[config.mk]
export PLATFORM = sky130hd
export DESIGN_NAME = irq_pend_eoi
export DESIGN_NICKNAME = d
export VERILOG_FILES = /design/src/rtl/irq_pend_eoi.sv
export SDC_FILE = /design/constraint.sdc
export NUM_CORES = 1
export LEC_CHECK = 0
export ABC_AREA = 0
export BUFFER_PORTS_ARGS = -buffer_cell sky130_fd_sc_hd__buf_4
export CELL_PAD_IN_SITES_DETAIL_PLACEMENT = 0
export CELL_PAD_IN_SITES_GLOBAL_PLACEMENT = 1
export CORE_AREA = 2 2 103 130
export DETAILED_ROUTE_END_ITERATION = 7
export DIE_AREA = 0 0 105 132
export PLACE_DENSITY = 0.76
export SYNTH_ARGS = -nofsm -noshare
export SYNTH_HDL_FRONTEND = slang
export SYNTH_SLANG_ARGS = --single-unit
[constraint.sdc]
create_clock -name clk -period 2.35 [get_ports clk]
set_clock_uncertainty 0.05 [all_clocks]
set_input_delay 0.47 -clock clk [delete_from_list [all_inputs] [get_ports clk]]
set_output_delay 0.47 -clock clk [all_outputs]
set_load 0.05 [all_outputs]
[src/rtl/irq_pend_eoi.sv]
module irq_pend_eoi #(
  parameter int NPINS  = 8,
  parameter int VEC_W  = 8,
  parameter int DEST_W = 8,
  localparam int IDX_W = (NPINS > 1) ? $clog2(NPINS) : 1
) (
  input  logic                      clk,
  input  logic                      rst_n,
  input  logic [NPINS-1:0]          pin_in,
  input  logic [NPINS-1:0]          cfg_mask,
  input  logic [NPINS-1:0]          cfg_pol,
  input  logic [NPINS-1:0]          cfg_trig,
  input  logic [NPINS*VEC_W-1:0]    cfg_vec,
  input  logic [NPINS*DEST_W-1:0]   cfg_dest,
  input  logic                      eoi_valid,
  input  logic [VEC_W-1:0]          eoi_vec,
  output logic                      dlv_valid,
  input  logic                      dlv_ready,
  output logic [IDX_W-1:0]          dlv_pin,
  output logic [VEC_W-1:0]          dlv_vec,
  output logic [DEST_W-1:0]         dlv_dest,
  output logic                      dlv_level,
  output logic [NPINS-1:0]          pend_o,
  output logic [NPINS-1:0]          rirr_o
);

  logic [NPINS-1:0] eff, prev_q, pend_q, rirr_q, need, ld_vec, eoi_hit;
  logic [NPINS-1:0] pend_n, rirr_n;
  logic [IDX_W-1:0] ld_idx, eoi_idx;
  logic             ld, eoi_any, out_v;

  assign eff = pin_in ^ cfg_pol;

  // edge pins wait on pend alone; level pins also wait on the in-service bit
  assign need = pend_q & ~cfg_mask & (~cfg_trig | ~rirr_q);

  always_comb begin
    ld_idx = '0;
    for (int i = NPINS - 1; i >= 0; i--)
      if (need[i]) ld_idx = IDX_W'(i);
  end

  always_comb begin
    eoi_idx = '0;
    eoi_any = 1'b0;
    for (int i = NPINS - 1; i >= 0; i--)
      if (cfg_vec[i*VEC_W +: VEC_W] == eoi_vec) begin
        eoi_idx = IDX_W'(i);
        eoi_any = 1'b1;
      end
  end

  assign ld = (|need) && (!out_v || dlv_ready);

  generate
    for (genvar g = 0; g < NPINS; g++) begin : g_pin
      assign ld_vec[g]  = ld && (ld_idx == IDX_W'(g));
      assign eoi_hit[g] = eoi_valid && eoi_any && (eoi_idx == IDX_W'(g));
      assign pend_n[g]  = cfg_trig[g] ? eff[g]
                        : eff[g] & ((pend_q[g] & ~ld_vec[g]) | (~prev_q[g] & ~cfg_mask[g]));
      assign rirr_n[g]  = (ld_vec[g] && cfg_trig[g]) ? 1'b1
                        : (eoi_hit[g] ? 1'b0 : rirr_q[g]);

      AST_MASKED_EDGE_NOSET: assert property (@(posedge clk) disable iff (!rst_n)
        (cfg_mask[g] && !cfg_trig[g] && !pend_q[g]) |=> !pend_q[g]);
      AST_RIRR_ONLY_BY_LOAD: assert property (@(posedge clk) disable iff (!rst_n)
        !rirr_q[g] |=> (!rirr_q[g] || $past(ld_vec[g] && cfg_trig[g])));
    end
  endgenerate

  always_ff @(posedge clk) begin
    if (!rst_n) begin
      prev_q <= '0;
      pend_q <= '0;
      rirr_q <= '0;
    end else begin
      prev_q <= eff;
      pend_q <= pend_n;
      rirr_q <= rirr_n;
    end
  end

  always_ff @(posedge clk) begin
    if (!rst_n) begin
      out_v     <= 1'b0;
      dlv_pin   <= '0;
      dlv_vec   <= '0;
      dlv_dest  <= '0;
      dlv_level <= 1'b0;
    end else if (ld) begin
      out_v     <= 1'b1;
      dlv_pin   <= ld_idx;
      dlv_vec   <= cfg_vec[ld_idx*VEC_W +: VEC_W];
      dlv_dest  <= cfg_dest[ld_idx*DEST_W +: DEST_W];
      dlv_level <= cfg_trig[ld_idx];
    end else if (dlv_ready) begin
      out_v <= 1'b0;
    end
  end

  assign dlv_valid = out_v;
  assign pend_o    = pend_q;
  assign rirr_o    = rirr_q;

  AST_HOLD_UNDER_STALL: assert property (@(posedge clk) disable iff (!rst_n)
    (out_v && !dlv_ready) |=> (out_v && $stable(dlv_pin) && $stable(dlv_vec)
                               && $stable(dlv_dest) && $stable(dlv_level)));
  AST_LOWEST_FIRST: assert property (@(posedge clk) disable iff (!rst_n)
    ld |-> ((need & ((NPINS'(1) << ld_idx) - NPINS'(1))) == '0));
  AST_LEVEL_LOAD_SETS_RIRR: assert property (@(posedge clk) disable iff (!rst_n)
    (ld && cfg_trig[ld_idx]) |=> rirr_q[dlv_pin]);
  AST_NO_LOAD_UNDER_STALL: assert property (@(posedge clk) disable iff (!rst_n)
    (out_v && !dlv_ready) |-> !ld);

endmodule

==> results.md, run 1 <==
Critical path:
- STA puts the critical path data arrival time at 2.39 ns.
- Along the worst path, the maximum fanout reaches 9.
- The startpoint class of the critical path is a flip-flop.
- At the worst endpoint, the required time is 2.50 ns.
- The type of destination of the critical path is a flip-flop.
- The critical setup path kind is reg -> reg.

Synth:
- The top cell type by total area after synthesis is dfxtp_1.
- Summed over its instances, the top area cell type makes up 23.4% of the synthesized netlist area.
- The prevailing post-synth register cell is dfxtp_1.
- The synthesized area per cell is 7.93 um2.
- Synthesis produced 485 cells.
- The share of synthesized flip-flops with an asynchronous set or reset is 0%.
- In this run the cell area of the synthesized design comes to 3850 um2.
- The Yosys step of the flow raised 0 warnings.
- After synthesis, the netlist uses 50 different library cells.
- In the post-synthesis netlist, the biggest area contributors are dfxtp_1 23%, xor2_1 9.1%, xnor2_1 7.3%.
- By instance count, the leading cell after synthesis is nand2_1.
- Counting instances in the post-synthesis netlist gives the leading cell types as 59 x nand2_1, 45 x dfxtp_1, 40 x xor2_1, 32 x xnor2_1, 31 x nand4_1.
- The sequential share of the synthesized area is 23.4%.
- The number of synthesized register bits is 45.
- In this run, synthesis inferred 0 flip-flops with an integrated enable.
- The net count of the mapped netlist is 657.

Timing:
- Headroom to the max-slew limit came out at 36.8%.
- Setup repair after global routing left no endpoint under its margin.
- After layout, the minimum clock period comes to 2.23 ns.
- The number of endpoints failing setup at the final stage is 0.
- Static timing analysis puts the maximum clock frequency at 448 MHz.
- The final hold violation count is 0.
- For the pin with the worst max-slew slack, the measured transition is 0.944 ns.
- The number of max-slew violations in the final report came to 0.
- The final critical path takes up 95.0% of the cycle.
- Across all setup checks in the final design, the least slack found is 0.116 ns.
- The worst hold slack after final layout is 0.338 ns.

Clocking:
- The longest clock path from root to sink contains 2 buffers.
- The number of gates given a new drive strength after cts is 0.
- After clock tree synthesis, the flow added hold-fix buffers numbering 0.
- In this run the clock root is driven by a clkbuf_16.
- The TritonCTS sink count is 45.
- The number of buffers inserted to repair setup after CTS is 0.
- Clock latency on the worst-skew pair, taken at its later pin, is 0.30 ns.
- TritonCTS built the clock tree.
- The H-tree depth is 2.
- The register clock-pin slew on the reported worst setup and hold paths is 0.08 ns.
- The total CTS buffers is 5.

Place:
- The estimated wirelength of the detail-placed design is 13.6 mm.
- After detailed placement, the total cell area comes to 5780 um2.
- Before CTS, the worst setup slack after placement is -0.131 ns.
- At the end of routability-driven placement, the weighted congestion stood at 0.895.
- The number of placed instances, taps included, is 861.
- Buffers placed on the I/O ports in this run total 208.

Pwr:
- Total power for the finished layout comes to 3.09 mW.
- The switching component of the power is 1.14 mW.
- The fraction of power spent switching nets is 37.0%.
- The peak ir drop on the vdd network is 0.000313 V.
- Internal power comes to 1.94 mW.
- The standby leakage power is 2.70 nW.
- Sequential cells burn 29.0% of the power.
- The clock network burns 26.4% of the power.
- Combinational logic burns 44.6% of the power.
- The power per unit of standard cell area is 520 nW/um2.

Detailed routing:
- The first-iteration detailed-routing DRC count is 329.
- Dividing the detail-routed wire length by the instance count gives 19.5 um.
- Wires add up to 17.0 mm.
- The routed via count is 4738.
- The remaining design rule violation count is 0.
- Before antenna repair, the detailed router went through 5 iterations.
- In the routed layout, each cell is associated on average with a via count of 5.46.
- The number of nets with antenna violations after detailed routing is 0.

Cells and area:
- The finished layout holds 868 standard cells, fillers aside.
- After filler insertion, the fill cell instance count of the layout stands at 1293.
- The layout overhead on the synthesized area is 54.4%.
- 0 antenna diodes ended up in the layout.
- The final layout net count is 872.
- Once layout is done, the placed cells without fillers occupy 5940 um2.
- The fraction of final layout cells with drive strength greater than 1 is 36.7%.

Global routing:
- The total global-route track usage is 24.2%.
- The overflow left after global routing is 0.
- The first-pass GRT wire length is 26.4 mm.
- The via count of the first global-routing pass is 4910.
- The initial antenna violation count is 0.
- Entering global routing, the biggest net connects 29 pins.

Floorplanning:
- The area enclosed by the die boundary is 13900 um2.
- The total area inside the core boundary comes to 12500 um2.
- From bottom edge to top edge, the die measures 132 um.
- Measured along the x axis, the die boundary spans 105 um.
- The number of placed I/O pins is 209.
- The effective utilization at floorplan is 30.7%.
- The floorplan has 46 rows.

Min path:
- The type of the tightest min-delay check is in -> reg.

Flow run:
- The tool flagged a number of max-cap violations equal to 0.

Run status:
- The flow ran to the end, and the final reports show no timing, DRC or antenna violations.
## power by group through the flow
stage	clock network, mW	registers (mW)	logic, mW
finish	0.815	0.894	1.38
global route	0.854	0.903	1.47
CTS	0.820	0.894	1.38
detailed placement	0	0.909	1.37
global placement	0	0.910	1.36
floorplan	0	1.14	0.511
## cell families after synthesis
kind of cell,count (synthesis),synth area share [%]
mux,8,2.08
buf+inv,36,4.20
compound gates,112,23.7
xor+xnor,72,16.4
flops,45,23.4
simple gates,212,30.2
## worst paths after layout
check | slack (ns) | from | endpoint | cells after the start
worst max register to register | 0.12 | pend_o[7] | dlv_vec[4] | 6
worst min-delay path | 0.34 | cfg_dest[26] | dlv_dest[2] | 3
worst min register to register | 0.41 | dlv_pin[2] | dlv_pin[2] | 2
worst max-delay path | 0.12 | pend_o[7] | dlv_vec[4] | 6
## area by class of cell
class / instances / area (um2) / share of cell area [%]
multi-input cells: 404 / 2810 / 47.2
repair buffers: 242 / 1850 / 31.2
flip-flops and latches: 45 / 901 / 15.2
clock buffers: 5 / 125 / 2.11
inverters: 2 / 7.51 / 0.126
clock inverters: 2 / 35.0 / 0.590
well taps: 168 / 210 / 3.54
## metal layers
metal | wire (um) | part of all wire (%) | vias up | GRT usage [%]
li1 | - | - | 2249 | -
met3 | 1150 | 6.8 | 36 | 4.60
met4 | 601 | 3.5 | 0 | 10.0
met2 | 8470 | 50 | 216 | 42.1
met5 | 0 | 0 | - | 0
met1 | 6730 | 40 | 2237 | 29.1
## critical path, stage by stage (launching register included)
cell and delay, ns:
dfxtp_1 0.38, nand2b_1 0.13, a211oi_2 0.28, a2bb2oi_1 0.78, or4b_1 0.24, a41oi_1 0.12
a21o_1 0.16
## layout by cell type, fill, tap and decap left out, types with 3 or more instances in the layout
master	instances
nand4_1	31
a2bb2oi_1	10
or4b_1	10
xnor2_1	32
buf_4	239
xor2_1	40
or3_1	8
mux2i_1	8
a22o_1	5
and3_1	7
a22oi_1	10
nand3_1	14
o31ai_1	11
nand2b_1	14
a32o_1	3
buf_12	3
o211ai_1	4
nand2_1	59
a222oi_1	10
clkbuf_16	5
and2_1	8
o31a_1	4
o21ai_0	4
nor2b_1	17
dfxtp_1	45
nor4_1	10
a21o_1	9
a41oi_1	11
o21ai_1	3
a21oi_1	11
nor2_1	25
## registers in the layout (all words and copies together) (netlist names)
signal	cells
dlv_dest	8
dlv_vec	8
pend_o	8
prev_q	8
rirr_o	8
dlv_pin	3
dlv_level	1
dlv_valid	1
## through the flow
stage,TNS (ns),util (%)
finish,0,47.3
global route,0,47.3
CTS,0,47.3
detailed placement,-1.06,46.1
global placement,-0.875,46.1
floorplan,0,-
No activity file was read; power rests on OpenSTA's default activity.
==> run 2, diff against run 1 <==
--- a/config.mk
+++ b/config.mk
@@ -9,10 +9,10 @@
 export BUFFER_PORTS_ARGS = -buffer_cell sky130_fd_sc_hd__buf_4
 export CELL_PAD_IN_SITES_DETAIL_PLACEMENT = 0
 export CELL_PAD_IN_SITES_GLOBAL_PLACEMENT = 1
-export CORE_AREA = 2 2 103 130
+export CORE_AREA = 2 2 99 124
 export DETAILED_ROUTE_END_ITERATION = 7
-export DIE_AREA = 0 0 105 132
-export PLACE_DENSITY = 0.76
+export DIE_AREA = 0 0 101 126
+export PLACE_DENSITY = 0.83
 export SYNTH_ARGS = -nofsm -noshare
 export SYNTH_HDL_FRONTEND = slang
 export SYNTH_SLANG_ARGS = --single-unit
==> constraint.sdc (replaced) <==
create_clock -name clk -period 2.7 [get_ports clk]
set_clock_uncertainty 0.05 [all_clocks]
set_input_delay 0.54 -clock clk [delete_from_list [all_inputs] [get_ports clk]]
set_output_delay 0.54 -clock clk [all_outputs]
set_load 0.05 [all_outputs]
==> run 2 against run 1 <==
Worst hold slack improved by 0.074 ns. Sequential power fell by 13%. Critical path depth rose by 1. Final area fell by 2.5%. Total power fell by 17%. Clock-buffer cell count rose by 1. Non-clock buffer count fell by 8. Clock power fell by 23%. Register-to-register slack improved by 0.35 ns. Final cell count fell by 4.3%.
==> results.md, run 2 (synthesized netlist as in run 1, its figures left out) <==
Detailed routing:
- The first-pass iteration count of the detailed router was 6 (+1).
- The routed via count is 4724 (-0.30%).
- The remaining design rule violation count is 0 (unchanged).
- The detail-routed net length per standard cell came to 20.6 um (+5.6%).
- The number of vias per cell is 5.68 (+4.1%).
- The total wire length came to 17.1 mm (+1.1%).
- The first-iteration detailed-routing DRC count came to 312 (-5.2%).
- The number of nets with antenna violations after detailed routing is 0 (unchanged).

Flow run:
- The number of violations of the max-capacitance limit was 0 (unchanged).

Min path:
- The type of the tightest min-delay check is in -> reg.

Floorplanning:
- The placeable core region is 11600 um2 (-7.9%).
- The die span in y is 126 um (-4.5%).
- The area enclosed by the die boundary came to 12700 um2 (-8.2%).
- The effective utilization at floorplan was 33.3% (+2.6 points).
- The number of placed I/O pins was 209 (unchanged).
- The die width is 101 um (-3.8%).
- The cell row count was 44 (-4.3%).

Cells and area:
- The antenna diode count is 0 (unchanged).
- From synthesis to final layout, the design area changed by 50.5%.
- The fraction of final layout cells with drive strength greater than 1 is 35.9% (-0.78 points).
- Leaving out fill and tap cells, the most frequent cells in the layout are 234 x buf_4, 59 x nand2_1, 45 x dfxtp_1.
- The number of filler instances in the final layout is 1155 (-11%).
- The final layout net count is 864 (-0.92%).
- Leaving out fill and tap cells, the most frequent cell in the layout is buf_4.

Critical path:
- The worst setup path is captured at a flip-flop.
- The critical setup path kind is in -> reg.
- STA classifies the critical path startpoint as an input pin.
- The data arrival time of the worst path is 2.38 ns (about the same).
- The maximum net fanout on the critical path was 9 (unchanged).
- The critical path required time is 2.84 ns (+0.34 ns).

Timing:
- The worst hold slack after final layout is 0.412 ns (+0.0743 ns).
- The max-slew headroom at the worst pin is 44.7% (+7.9 points).
- The number of max-slew violations in the final report is 0 (unchanged).
- Counting I/O delays and the setup requirement, the final critical path takes 2.24 ns.
- Static timing analysis puts the maximum clock frequency at 447 MHz.
- The number of endpoints failing setup at the final stage is 0 (unchanged).
- The setup TNS after final layout is 0 ns (unchanged).
- The final hold violation count is 0 (unchanged).
- The worst path uses 82.8% of the clock period.
- The actual slew at the worst max-slew pin is 0.826 ns (-0.119 ns).
- Setup repair after global routing left no endpoint under its margin.

Clocking:
- The total CTS buffers is 5 (unchanged).
- The register clock-pin slew on the reported worst setup and hold paths is 0.07 ns (about the same).
- The tree is rooted in a clkbuf_16.
- The H-tree depth is 2 (unchanged).
- The number of gates given a new drive strength after cts is 0 (unchanged).
- TritonCTS built the clock tree.
- The clock network latency to the later pin of the worst-skew pair was 0.29 ns (about the same).
- The TritonCTS sink count is 45 (unchanged).
- The number of buffers inserted to repair setup after CTS is 0 (unchanged).
- The number of buffers inserted by hold repair at cts was 0 (unchanged).
- The worst-case clock buffer depth was 2 (unchanged).

Place:
- The estimated wirelength of the detail-placed design is 13.7 mm (+0.30%).
- The weighted congestion at the end of routability-driven global placement is 0.895 (unchanged).
- The count of buffers inserted at the top-level ports is 208 (unchanged).

Global routing:
- The initial antenna violation count was 0 (unchanged).
- The largest net degree at the start of global routing came to 29 (unchanged).
- The overflow left after global routing is 0 (unchanged).
- The via count of the first global-routing pass is 4882 (-0.57%).
- The first-pass GRT wire length came to 25.9 mm (-1.8%).
- The total global-route track usage is 26.2% (+2.0 points).

Pwr:
- The power per unit of standard cell area is 445 nW/um2 (-14%).
- The standby leakage power was 2.63 nW (-2.7%).
- The peak ir drop on the vdd network is 0.000291 V (-6.8%).

Run status:
- The flow ran to the end, and the final reports show no timing, DRC or antenna violations.
-- run 2: cell count changes in the layout (fill, tap and decap cells not counted), sizes merged --
| cell | before | now |
|---|---|---|
| clkbuf | 5 | 6 |
| bufinv | 1 | 0 |
| clkinv | 1 | 0 |
| buf | 242 | 234 |
| clkinvlp | 0 | 2 |
-- run 2: layout make-up --
| type | count | area [um2] | share of cell area, % |
|---|---|---|---|
| repair buffers | 234 | 1760 | 30.4 |
| clock inverters | 2 | 15.0 | 0.259 |
| multi-input cells | 404 | 2810 | 48.5 |
| inverters | 2 | 7.51 | 0.130 |
| clock buffers | 6 | 129 | 2.23 |
| well taps | 138 | 173 | 2.98 |
| flip-flops and latches | 45 | 901 | 15.6 |
-- run 2: where the power goes --
part	internal [mW]	leakage (nW)	switching, mW	total (mW)
registers	0.735	0.370	0.0473	0.782
clock network	0.344	0.0631	0.283	0.627
logic	0.496	2.19	0.668	1.16
-- run 2: metrics by stage --
| stage | power [mW] | std cells | utilization [%] | setup slack (ns) | cell area [um2] |
|---|---|---|---|---|---|
| 6_report | 2.57 | 831 | 50.1 | 0.465 | 5790 |
| 5_1_grt | 2.69 | 831 | 50.1 | 0.314 | 5790 |
| 4_1_cts | 2.58 | 831 | 50.1 | 0.457 | 5790 |
| 3_5_place_dp | 1.95 | 823 | 48.8 | 0.148 | 5640 |
| 3_3_place_gp | 1.94 | 823 | 48.8 | 0.210 | 5640 |
| 2_1_floorplan | 1.44 | 485 | - | 0.425 | 3850 |
-- run 2: worst max-delay path, stage by stage --
cell	delay, ns
buf_4	0.12
nand2b_1	0.15
a21oi_1	0.30
a2bb2oi_1	0.73
or4b_1	0.23
a41oi_1	0.13
a21o_1	0.17
-- run 2: worst paths after layout --
| kind | slack (ns) | cells after the start | endpoint | start |
|---|---|---|---|---|
| worst min-delay path | 0.41 | 3 | dlv_dest[0] | cfg_dest[24] |
| worst min register to register | 0.43 | 2 | dlv_pin[1] | dlv_pin[1] |
| worst max register to register | 0.47 | 6 | dlv_dest[6] | rirr_o[6] |
| worst max-delay path | 0.46 | 7 | dlv_dest[6] | cfg_mask[5] |
-- run 2: metal layers --
metal | vias up | GRT usage (%) | wire length, um
met1 | 2229 | 32.1 | 6710
met4 | 0 | 8.51 | 406
met2 | 228 | 46.4 | 8810
li1 | 2242 | - | -
met5 | - | 0 | 0
met3 | 25 | 4.11 | 1220
